--- src/rtl/ctl_pkg.sv ---
package ctl_pkg;

  localparam int OPW = 7;
  localparam int STW = 5;

  typedef enum logic [STW-1:0] {
    ST_FETCH   = 5'd0,
    ST_DECODE  = 5'd1,
    ST_EXEC    = 5'd2,
    ST_ADDR    = 5'd3,
    ST_IMM     = 5'd4,
    ST_MWRITE  = 5'd5,
    ST_WB_MEM  = 5'd6,
    ST_RETI    = 5'd7,
    ST_WB_ALU  = 5'd8,
    ST_MREAD   = 5'd9,
    ST_CMP     = 5'd10,
    ST_BRANCH  = 5'd11,
    ST_JREG    = 5'd12,
    ST_LINK    = 5'd13,
    ST_JIMM    = 5'd14,
    ST_CHKINT  = 5'd15,
    ST_INTSAVE = 5'd16,
    ST_INTJUMP = 5'd17
  } seq_state_e;

  typedef enum logic [3:0] {
    CL_ALU, CL_LOAD, CL_STORE, CL_CMP, CL_JREG, CL_JREGL,
    CL_JIMM, CL_JIMML, CL_BRANCH, CL_RETI, CL_NOP
  } op_class_e;

  localparam logic [OPW-1:0] OPC_LOAD  = 7'b0010000;
  localparam logic [OPW-1:0] OPC_STORE = 7'b0010001;
  localparam logic [OPW-1:0] OPC_CMP   = 7'b0010010;
  localparam logic [OPW-1:0] OPC_JREG  = 7'b0010100;
  localparam logic [OPW-1:0] OPC_JREGL = 7'b0010101;
  localparam logic [OPW-1:0] OPC_JIMM  = 7'b0010110;
  localparam logic [OPW-1:0] OPC_JIMML = 7'b0010111;
  localparam logic [OPW-1:0] OPC_RETI  = 7'b0011000;

  localparam logic [1:0] AOP_OFF = 2'd0;
  localparam logic [1:0] AOP_ADD = 2'd1;
  localparam logic [1:0] AOP_SUB = 2'd2;
  localparam logic [1:0] AOP_FN  = 2'd3;

  localparam logic [2:0] PCS_ALU = 3'd0;
  localparam logic [2:0] PCS_REG = 3'd1;
  localparam logic [2:0] PCS_IMM = 3'd2;
  localparam logic [2:0] PCS_VEC = 3'd3;
  localparam logic [2:0] PCS_IRA = 3'd4;

  localparam logic [1:0] RFS_ALU = 2'd0;
  localparam logic [1:0] RFS_MEM = 2'd1;
  localparam logic [1:0] RFS_PC  = 2'd2;

  typedef struct packed {
    logic       iord;
    logic       mem_rd;
    logic       mem_wr;
    logic       ir_wr;
    logic       imm_wr;
    logic       rf_wr;
    logic [1:0] rf_src;
    logic       rf_link;
    logic       pc_wr;
    logic       pc_cond;
    logic [2:0] pc_sel;
    logic [1:0] alu_a;
    logic [1:0] alu_b;
    logic [1:0] alu_op;
    logic       ira_wr;
    logic       ie_set;
    logic       ie_clr;
  } ctl_vec_t;

endpackage

--- src/rtl/ctl_opclass.sv ---
module ctl_opclass
  import ctl_pkg::*;
(
  input  logic [OPW-1:0] opcode,
  output op_class_e      cls,
  output logic           imm_capable
);

  always_comb begin
    cls = CL_NOP;
    if (opcode[OPW-1 -: 3] == 3'b000)      cls = CL_ALU;
    else if (opcode[OPW-1 -: 3] == 3'b111) cls = CL_BRANCH;
    else begin
      case (opcode)
        OPC_LOAD:  cls = CL_LOAD;
        OPC_STORE: cls = CL_STORE;
        OPC_CMP:   cls = CL_CMP;
        OPC_JREG:  cls = CL_JREG;
        OPC_JREGL: cls = CL_JREGL;
        OPC_JIMM:  cls = CL_JIMM;
        OPC_JIMML: cls = CL_JIMML;
        OPC_RETI:  cls = CL_RETI;
        default:   cls = CL_NOP;
      endcase
    end
  end

  always_comb begin
    case (cls)
      CL_ALU, CL_LOAD, CL_STORE, CL_CMP, CL_JIMM, CL_JIMML: imm_capable = 1'b1;
      default: imm_capable = 1'b0;
    endcase
  end

endmodule

--- src/rtl/ctl_next.sv ---
module ctl_next
  import ctl_pkg::*;
(
  input  logic       clk,
  input  logic       run_n,
  input  op_class_e  cls,
  input  logic       imm_capable,
  input  logic       ext,
  input  logic       irq,
  input  logic       ie_flag,
  output seq_state_e state
);

  seq_state_e state_nx;

  function automatic seq_state_e dispatch(input op_class_e c);
    case (c)
      CL_ALU:             dispatch = ST_EXEC;
      CL_LOAD, CL_STORE:  dispatch = ST_ADDR;
      CL_CMP:             dispatch = ST_CMP;
      CL_JREG:            dispatch = ST_JREG;
      CL_JREGL, CL_JIMML: dispatch = ST_LINK;
      CL_JIMM:            dispatch = ST_JIMM;
      CL_BRANCH:          dispatch = ST_BRANCH;
      CL_RETI:            dispatch = ST_RETI;
      default:            dispatch = ST_CHKINT;
    endcase
  endfunction

  always_comb begin
    state_nx = state;
    case (state)
      ST_FETCH:   state_nx = ST_DECODE;
      ST_DECODE:  state_nx = (ext && imm_capable) ? ST_IMM : dispatch(cls);
      ST_IMM:     state_nx = dispatch(cls);
      ST_EXEC:    state_nx = ST_WB_ALU;
      ST_ADDR:    state_nx = (cls == CL_STORE) ? ST_MWRITE : ST_MREAD;
      ST_MREAD:   state_nx = ST_WB_MEM;
      ST_LINK:    state_nx = (cls == CL_JREGL) ? ST_JREG : ST_JIMM;
      ST_WB_ALU, ST_WB_MEM, ST_MWRITE, ST_CMP, ST_BRANCH,
      ST_JREG, ST_JIMM, ST_RETI:
                  state_nx = ST_CHKINT;
      ST_CHKINT:  state_nx = (irq && ie_flag) ? ST_INTSAVE : ST_FETCH;
      ST_INTSAVE: state_nx = ST_INTJUMP;
      ST_INTJUMP: state_nx = ST_FETCH;
      default:    state_nx = ST_FETCH;
    endcase
  end

  always_ff @(posedge clk or negedge run_n) begin
    if (!run_n) state <= ST_FETCH;
    else        state <= state_nx;
  end

  p_fetch_decode_r2: assert property (@(posedge clk) disable iff (!run_n)
    state == ST_FETCH |=> state == ST_DECODE);
  p_imm_origin_r3: assert property (@(posedge clk) disable iff (!run_n)
    state == ST_IMM |-> ($past(state) == ST_DECODE));
  p_load_wb_r5: assert property (@(posedge clk) disable iff (!run_n)
    state == ST_MREAD |=> state == ST_WB_MEM);
  p_int_entry_r11: assert property (@(posedge clk) disable iff (!run_n)
    state == ST_INTSAVE |=> state == ST_INTJUMP);
  p_int_refused_r11: assert property (@(posedge clk) disable iff (!run_n)
    (state == ST_CHKINT && !(irq && ie_flag)) |=> state == ST_FETCH);
  p_undef_skip_r13: assert property (@(posedge clk) disable iff (!run_n)
    (state == ST_DECODE && cls == CL_NOP) |=> state == ST_CHKINT);

endmodule

--- src/rtl/ctl_drive.sv ---
module ctl_drive
  import ctl_pkg::*;
(
  input  logic       clk,
  input  logic       run_n,
  input  seq_state_e state,
  input  logic       ext,
  output ctl_vec_t   ctl
);

  ctl_vec_t raw;

  always_comb begin
    raw = '0;
    case (state)
      ST_FETCH, ST_IMM: begin
        raw.mem_rd = 1'b1;
        raw.ir_wr  = (state == ST_FETCH);
        raw.imm_wr = (state == ST_IMM);
        raw.alu_a  = 2'd2;
        raw.alu_b  = 2'd2;
        raw.alu_op = AOP_ADD;
        raw.pc_sel = PCS_ALU;
        raw.pc_wr  = 1'b1;
      end
      ST_EXEC: begin
        raw.alu_b  = ext ? 2'd1 : 2'd0;
        raw.alu_op = AOP_FN;
      end
      ST_WB_ALU: begin
        raw.rf_wr  = 1'b1;
        raw.rf_src = RFS_ALU;
      end
      ST_ADDR: begin
        raw.alu_a  = 2'd1;
        raw.alu_b  = 2'd1;
        raw.alu_op = AOP_ADD;
      end
      ST_MREAD: begin
        raw.iord   = 1'b1;
        raw.mem_rd = 1'b1;
      end
      ST_WB_MEM: begin
        raw.rf_wr  = 1'b1;
        raw.rf_src = RFS_MEM;
      end
      ST_MWRITE: begin
        raw.iord   = 1'b1;
        raw.mem_wr = 1'b1;
      end
      ST_CMP:    raw.alu_op = AOP_SUB;
      ST_BRANCH: begin
        raw.alu_a   = 2'd2;
        raw.alu_b   = 2'd3;
        raw.alu_op  = AOP_ADD;
        raw.pc_cond = 1'b1;
        raw.pc_wr   = 1'b1;
      end
      ST_LINK: begin
        raw.rf_wr   = 1'b1;
        raw.rf_src  = RFS_PC;
        raw.rf_link = 1'b1;
      end
      ST_JREG: begin
        raw.pc_sel = PCS_REG;
        raw.pc_wr  = 1'b1;
      end
      ST_JIMM: begin
        raw.pc_sel = PCS_IMM;
        raw.pc_wr  = 1'b1;
      end
      ST_RETI: begin
        raw.pc_sel = PCS_IRA;
        raw.pc_wr  = 1'b1;
        raw.ie_set = 1'b1;
      end
      ST_INTSAVE: begin
        raw.ira_wr = 1'b1;
        raw.ie_clr = 1'b1;
      end
      ST_INTJUMP: begin
        raw.pc_sel = PCS_VEC;
        raw.pc_wr  = 1'b1;
      end
      default: raw = '0;
    endcase
  end

  assign ctl = run_n ? raw : '0;

  p_mem_excl_r6: assert property (@(posedge clk) disable iff (!run_n)
    !(ctl.mem_rd && ctl.mem_wr));
  p_ie_excl_r12: assert property (@(posedge clk) disable iff (!run_n)
    !(ctl.ie_set && ctl.ie_clr));
  p_link_pcsrc_r9: assert property (@(posedge clk) disable iff (!run_n)
    ctl.rf_link |-> (ctl.rf_wr && !ctl.pc_wr));
  p_vec_after_save_r11: assert property (@(posedge clk) disable iff (!run_n)
    ctl.ira_wr |=> (ctl.pc_wr && ctl.pc_sel == PCS_VEC));

endmodule

--- src/rtl/ctl_sequencer.sv ---
module ctl_sequencer
  import ctl_pkg::*;
#(
  parameter logic [15:0] ISR_VECTOR  = 16'h0040,
  parameter int          SYNC_STAGES = 2
) (
  input  logic        clk,
  input  logic        rst_n,
  input  logic [6:0]  opcode,
  input  logic        ext,
  input  logic        br_taken,
  input  logic        irq,
  input  logic        ie_flag,
  output logic        iord,
  output logic        mem_rd,
  output logic        mem_wr,
  output logic        ir_wr,
  output logic        imm_wr,
  output logic        rf_wr,
  output logic [1:0]  rf_src,
  output logic        rf_link,
  output logic        pc_wr,
  output logic        pc_cond,
  output logic [2:0]  pc_sel,
  output logic [1:0]  alu_a,
  output logic [1:0]  alu_b,
  output logic [1:0]  alu_op,
  output logic        ira_wr,
  output logic        ie_set,
  output logic        ie_clr,
  output logic [4:0]  state_o,
  output logic [15:0] isr_addr
);

  logic [SYNC_STAGES-1:0] rsync;
  logic                   run_n;
  op_class_e              cls;
  logic                   imm_capable;
  seq_state_e             state;
  ctl_vec_t               ctl;
  logic                   unused_br;

  generate
    for (genvar g = 0; g < SYNC_STAGES; g++) begin : g_rsync
      always_ff @(posedge clk or negedge rst_n) begin
        if (!rst_n) rsync[g] <= 1'b0;
        else if (g == 0) rsync[g] <= 1'b1;
        else rsync[g] <= rsync[(g == 0) ? 0 : g-1];
      end
    end
  endgenerate

  assign run_n     = rsync[SYNC_STAGES-1];
  assign unused_br = br_taken;

  ctl_opclass u_cls (
    .opcode      (opcode),
    .cls         (cls),
    .imm_capable (imm_capable)
  );

  ctl_next u_next (
    .clk         (clk),
    .run_n       (run_n),
    .cls         (cls),
    .imm_capable (imm_capable),
    .ext         (ext),
    .irq         (irq),
    .ie_flag     (ie_flag),
    .state       (state)
  );

  ctl_drive u_drive (
    .clk   (clk),
    .run_n (run_n),
    .state (state),
    .ext   (ext),
    .ctl   (ctl)
  );

  assign iord     = ctl.iord;
  assign mem_rd   = ctl.mem_rd;
  assign mem_wr   = ctl.mem_wr;
  assign ir_wr    = ctl.ir_wr;
  assign imm_wr   = ctl.imm_wr;
  assign rf_wr    = ctl.rf_wr;
  assign rf_src   = ctl.rf_src;
  assign rf_link  = ctl.rf_link;
  assign pc_wr    = ctl.pc_wr;
  assign pc_cond  = ctl.pc_cond;
  assign pc_sel   = ctl.pc_sel;
  assign alu_a    = ctl.alu_a;
  assign alu_b    = ctl.alu_b;
  assign alu_op   = ctl.alu_op;
  assign ira_wr   = ctl.ira_wr;
  assign ie_set   = ctl.ie_set;
  assign ie_clr   = ctl.ie_clr;
  assign state_o  = state;
  assign isr_addr = ISR_VECTOR;

  p_reset_quiet_r1: assert property (@(posedge clk)
    !run_n |-> !(pc_wr || rf_wr || mem_wr || ir_wr || imm_wr || ira_wr));

endmodule

--- config.mk ---
export PLATFORM = sky130hd
export DESIGN_NAME = ctl_sequencer
export DESIGN_NICKNAME = d
export VERILOG_FILES = /design/src/rtl/ctl_pkg.sv /design/src/rtl/ctl_opclass.sv /design/src/rtl/ctl_next.sv /design/src/rtl/ctl_drive.sv /design/src/rtl/ctl_sequencer.sv
export SDC_FILE = /design/constraint.sdc
export NUM_CORES = 1
export LEC_CHECK = 0
export ABC_CLOCK_PERIOD_IN_PS = 4150
export CAP_MARGIN = 20
export CORE_ASPECT_RATIO = 0.5
export CORE_UTILIZATION = 44
export DETAILED_ROUTE_END_ITERATION = 16
export MAX_ROUTING_LAYER = met4
export PLACE_DENSITY_LB_ADDON = 0.12
export SLEW_MARGIN = 20
export SYNTH_ARGS = -nofsm -noshare
export SYNTH_HDL_FRONTEND = slang
export SYNTH_SLANG_ARGS = --single-unit
--- constraint.sdc ---
create_clock -name clk -period 4.15 [get_ports clk]
set_clock_uncertainty 0.2 [all_clocks]
set_input_delay 0.83 -clock clk [delete_from_list [all_inputs] [get_ports clk]]
set_output_delay 0.83 -clock clk [all_outputs]
set_load 0.01 [all_outputs]
### After elaboration in Yosys (flattened, before gate mapping)

Memories as Yosys holds them, arrays and structs flattened.
Cells that the tools add are included.

| word-level totals | value |
|---|---|
| register bits | 7 |
| output and inout bits | 44 |
| input port bits | 13 |
| memories | 3 |
| memory bits (read-only) | 256 |

Memories:

| name | words | bits a word | read ports | clocked after memory_dff | wr ports | RTL line | source |
|---|---|---|---|---|---|---|---|
| (name not given) | 32 | 4 | 1 | 0 | 0 | ctl_opclass.sv:14 | `case (opcode)` |
| (name not given) | 16 | 4 | 1 | 0 | 0 | ctl_next.sv:17 | `case (c)` |
| (name not given) | 16 | 4 | 1 | 0 | 0 | ctl_next.sv:17 |  |

| cells by class | value |
|---|---|
| eq/ne operators | 24 |
| reduce and logical (&&, ||, !) cells | 14 |
| muxes and demuxes | 25 |

Operator list:

| kind | count |
|---|---|
| $pmux W5 S10 | 1 |
| $eq A5 B4 Y1 const B | 8 |
| $mux W23 | 1 |
| $eq A5 B3 Y1 const B | 4 |
| $mux W4 | 4 |
| $eq A4 B3 Y1 const B | 3 |
| $pmux W3 S4 | 1 |
| $eq A5 B2 Y1 const B | 2 |
| $eq A5 B5 Y1 const B | 2 |
| $mux W1 | 10 |
| $mux W5 | 2 |
| $pmux W3 S3 | 1 |
| $eq A4 B2 Y1 const B | 2 |
| $pmux W2 S4 | 1 |
| $reduce_or A8 Y1 | 1 |
| $reduce_or A7 Y1 | 1 |
| $pmux W2 S3 | 1 |
| $reduce_or A3 Y1 | 2 |
| $reduce_or A6 Y1 | 1 |
| $eq A5 B1 Y1 const B | 1 |
| $logic_not A5 Y1 | 1 |
| $eq A4 B1 Y1 const B | 1 |
| $logic_not A4 Y1 | 1 |
| $mux W2 | 2 |
| other kinds (7) | 9 |

### Depth between registers and ports, before layout

| depth | value |
|---|---|
| depth in word-level cells | 10 |
| mapped depth | 10 |
| depth with buffers taken out | 10 |

### By module

From an unflattened synthesis, not the netlist that was laid out.

| second synthesis, totals | value |
|---|---|
| cells, all modules | 157 |
| area, all modules | 1249.9 um^2 |

Modules (own cells, without submodules):

| module | cells each | instances | sequential area each (um^2) | area each (um^2) |
|---|---|---|---|---|
| ctl_next | 61 | 1 | 125.1 | 519.2 |
| ctl_drive | 60 | 1 | 0.0 | 416.6 |
| ctl_sequencer | 20 | 1 | 50.0 | 177.7 |
| ctl_opclass | 16 | 1 | 0.0 | 136.4 |

### Least setup slack after synthesis

Ideal clock, no wire load.

| timing | value |
|---|---|
| path kind | input -> register |
| start point | input opcode[2] |
| end point | register u_next.state[0] |
| path slack | 1204 ps |
| stages | 10 |
| buffers on the path | 0 |
| arrival | 2646 ps |
| path through | and2b_2 o21ai_0 nand2_1 nand2_1 inv_1 ha_1 or4_4 nand4_2 a31oi_4 o311ai_2 |

| between the ends | value |
|---|---|
| word-level cells in the longest chain between the ends | 10 |
| elaborated cells between the ends (all ways) | 17 |

Ends and longest elaborated chain:

| element | RTL line | source |
|---|---|---|
| start, declared | ctl_sequencer.sv:9 | `input logic [6:0] opcode,` |
| $mem_v2 Z32 W4 (*) | - |  |
| $mux W4 (*) | ctl_opclass.sv:14 |  |
| $mux W4 (*) | ctl_opclass.sv:12 | `else if (opcode[OPW-1 -: 3] == 3'b111) cls = CL_BRANCH;` |
| $mux W4 (*) | ctl_opclass.sv:11 | `if (opcode[OPW-1 -: 3] == 3'b000) cls = CL_ALU;` |
| $eq A4 B1 Y1 (tied with other cells) | ctl_opclass.sv:29 | `case (cls)` |
| $reduce_or A6 Y1 | ctl_opclass.sv:29 |  |
| $mux W1 | ctl_opclass.sv:29 |  |
| $logic_and A1 B1 Y1 | ctl_next.sv:34 | `ST_DECODE: state_nx = (ext && imm_capable) ? ST_IMM : dispatch(cls);` |
| $mux W5 | ctl_next.sv:34 |  |
| $pmux W5 S10 (*) | ctl_next.sv:32 | `case (state)` |
| net u_next.state_nx[0] | ctl_next.sv:14 | `seq_state_e state_nx;` |
| end signal, assigned | ctl_next.sv:52 | `else state <= state_nx;` |
| end, declared | ctl_next.sv:11 | `output seq_state_e state` |

The timed path passes the listed nets; every way through them passes the cells marked *.

### Final worst setup path

Same ends and word-level chain as after synthesis.

==> flow_metrics.env <==
export IMPL_crit_path_start_kind="input pin"
export IMPL_crit_chain="clkdlybuf4s50_1, and2b_2, o21ai_0, nand2_1, nand2_1, inv_1, ha_1, or4_4, nand4_2, a31oi_4, o311ai_2"
export IMPL_ys_seq_area_share_pct=15.0
export IMPL_crit_cells=11
export IMPL_vias=1165
export IMPL_postSynthAreaPerCell_um2=7.71
export IMPL_cpMaxStageDelayCell="or4_4"
export IMPL_synth_seq_cells=7
export IMPL_internal_power_mw=0.392
export IMPL_drt_wl_total_mm=2.64
export IMPL_fin_tns_setup_ns=0
export IMPL_final_common_cell="clkdlybuf4s50_1"
export IMPL_wl_per_cell_um=12.0
export IMPL_cts_tree="built"
export IMPL_ys_flop_type="dfrtp_1"
export IMPL_powerDensity_mw_per_mm2=495
export IMPL_r2r_slack_ns=1.97
export IMPL_fp_coreArea_mm2=0.00236
export IMPL_leakagePower_nw=0.604
export IMPL_finish_utilization_pct=63.3
export IMPL_synthArstFlopShare_pct=100
export IMPL_hold_path_class="reg2reg"
export IMPL_die_y_um=38.4
export IMPL_busiest_layer="met2"
export IMPL_path_common_cell="nand2_1"
export IMPL_cts_buffers=3
export IMPL_hpwlAfterDp_mm=1.94
export IMPL_r2r_end="u_next.state[0]"
export IMPL_crit_arrival_ns=3.31
export IMPL_criticalPathCategory="in2reg"
export IMPL_n_antenna_cell=0
export IMPL_areaGrowthSynthToFinish_pct=28.1
export IMPL_final_nets=203
export IMPL_outcome="finished, final reports clean"
export IMPL_gp_congestion=0.757
export IMPL_critPathLaunch="opcode[2]"
export IMPL_peakVddDrop_mv=0.287
export IMPL_antenna_found_initial=0
export IMPL_setup_violations_final=0
export IMPL_maxCapViolations=0
export IMPL_cts_resized=0
export IMPL_cp_num_buf_inv=2
export IMPL_clock_power_share_pct=12.9
export IMPL_gr_total_overflow=0
export IMPL_synth_cells=151
export IMPL_rsz0062_at_grt="no"
export IMPL_crit_family="simple AND/OR/NAND/NOR gates"
export IMPL_swShare_pct=46.9
export IMPL_clkTransAtPathRegs_ns=0.04
export IMPL_crit_path_end_kind="flop"
export IMPL_viasPerCell=5.32
export IMPL_final_cell_mix="39 x clkdlybuf4s50_1, 17 x conb_1, 14 x nand2_1"
export IMPL_cts_path_max_buffers=2
export IMPL_finalHoldViolCount=0
export IMPL_p_sw_mw=0.347
export IMPL_synth_edf_count=0
export IMPL_power_frac_comb_pct=63.1
export IMPL_grt_usage_pct=20.1
export IMPL_num_rows=12
export IMPL_regToRegStartpoint="u_next.state[2]"
export IMPL_met2_usage_pct=34.7
export IMPL_slowest_delay_ns=0.54
export IMPL_met1_usage_pct=24.4
export IMPL_cts_root_buf="clkbuf_8"
export IMPL_grt_met3_usage_pct=5.26
export IMPL_required_ns=4.08
export IMPL_start_util_pct=49.4
export IMPL_drt_iter0_markers=94
export IMPL_io_buffers=39
export IMPL_total_power_mw=0.739
export IMPL_reg2reg_depth=4
export IMPL_period_share_pct=81.5
export IMPL_boundaryPins=57
export IMPL_postRouteAntennaNets=0
export IMPL_slew_viol_final=0
export IMPL_worstHoldPathCells=0
export IMPL_critPathCapture="u_next.state[0]"
export IMPL_synth_area_mm2=0.00116
export IMPL_yosys_warnings=0
export IMPL_cts_max_level=1
export IMPL_slew_headroom_pct=60.1
export IMPL_grt_max_degree=22
export IMPL_die_x_um=74.8
export IMPL_clock_latency_ns=0.23
export IMPL_grt_pass1_wl_mm=4.21
export IMPL_clock_sinks=7
export IMPL_drive_above_1_share_pct=8.70
export IMPL_max_freq_mhz=295
export IMPL_grt_pass1_vias=968
export IMPL_worst_slew_pin_slew_ns=0.599
export IMPL_drc=0
export IMPL_cp_max_fo=5
export IMPL_synth_cell_types=50
export IMPL_dr_pass1_iters=5
export IMPL_die_area_mm2=0.00287
export IMPL_p_seq_share_pct=24.0
export IMPL_fin_crit_ns=3.38
-- worst reg2reg max path: stages, from the launching register on --
cell      delay (ns)
dfrtp_1         0.70
nand2b_1        0.37
nor3_1          0.46
a31oi_4         0.08
o311ai_2        0.26
-- power by group through the flow --
| stage | clock network [mW] | logic (mW) | registers [mW] |
|---|---|---|---|
| floorplan | 0 | 0.407 | 0.118 |
| global placement | 0 | 0.455 | 0.175 |
| detailed placement | 0 | 0.461 | 0.176 |
| CTS | 0.0991 | 0.465 | 0.174 |
| global route | 0.104 | 0.514 | 0.188 |
| finish | 0.0955 | 0.466 | 0.177 |
-- per-stage QoR --
| stage | cells | setup slack [ns] | hold WS (ns) | instance area [um2] |
|---|---|---|---|---|
| final | 219 | 0.766 | 0.149 | 1490 |
| after global routing | 219 | 0.625 | 0.165 | 1490 |
| after CTS | 219 | 0.765 | 0.153 | 1490 |
| after detailed placement | 214 | 0.527 | -0.0275 | 1440 |
| after global placement | 214 | 0.563 | -0.0326 | 1440 |
| after floorplan | 166 | 1.20 | -0.0915 | 1220 |
-- sequential cells by signal (all words and copies together) (netlist names) --
signal / count
rsync: 1
u_next.state: 5
run_n: 1
-- metal layers --
| layer | vias up | share of wire, % |
|---|---|---|
| met3 | 0 | 7.6 |
| met4 | 0 | 0 |
| met5 | - | 0 |
| met2 | 58 | 45 |
| met1 | 526 | 47 |
| li1 | 581 | - |
-- kinds of logic (layout without fill, tap and decap cells) --
| kind of cell | Yosys count | count (layout) | synth area share, % |
|---|---|---|---|
| other cells | 2 | 17 | 0.645 |
| compound gates | 37 | 37 | 25.2 |
| mux | 1 | 1 | 0.859 |
| buf+inv | 31 | 49 | 20.4 |
| xor+xnor | 2 | 2 | 1.50 |
| simple gates | 66 | 66 | 30.9 |
| flops | 7 | 7 | 15.0 |
| fa+ha+maj | 5 | 5 | 5.37 |
-- Yosys cell counts (all sizes together), types with 3 or more instances --
| master | number | area, um2 |
|---|---|---|
| nor3 | 12 | 60.1 |
| dfrtp | 7 | 175 |
| nand3 | 5 | 25.0 |
| nor2 | 10 | 37.5 |
| inv | 5 | 18.8 |
| ha | 5 | 62.6 |
| clkbuf | 5 | 58.8 |
| nand2 | 14 | 52.6 |
| a21oi | 6 | 30.0 |
| o21a | 3 | 22.5 |
| a21o | 3 | 22.5 |
| nor4 | 3 | 18.8 |
| buf | 21 | 160 |
| o21ai | 8 | 40.0 |
| a31oi | 3 | 48.8 |
| nand2b | 6 | 37.5 |
| nand4 | 3 | 25.0 |
-- layout make-up --
| cell class | instances | area, um2 |
|---|---|---|
| clock buffers | 3 | 41.3 |
| clock inverters | 1 | 5.00 |
| fillers | 222 | 865 |
| inverters | 5 | 18.8 |
| multi-input cells | 128 | 808 |
| flip-flops and latches | 7 | 175 |
| well taps | 35 | 43.8 |
| repair buffers | 40 | 400 |
-- what timing repair did --
action | CTS | global route
endpoints found under the hold margin | 5 | 0
buffers inserted | 0 | 0
hold buffers | 1 | 0
-- worst min-delay path by stage --
stage | end | slack [ns] | from
CTS | run_n | 0.15 | rsync[0]
finish | run_n | 0.15 | rsync[0]
floorplan | u_next.state[0] | -0.09 | run_n
detailed placement | u_next.state[3] | -0.03 | run_n
global route | run_n | 0.16 | rsync[0]
global placement | u_next.state[3] | -0.03 | run_n
Note: power is estimated with default switching activity, not from simulation.
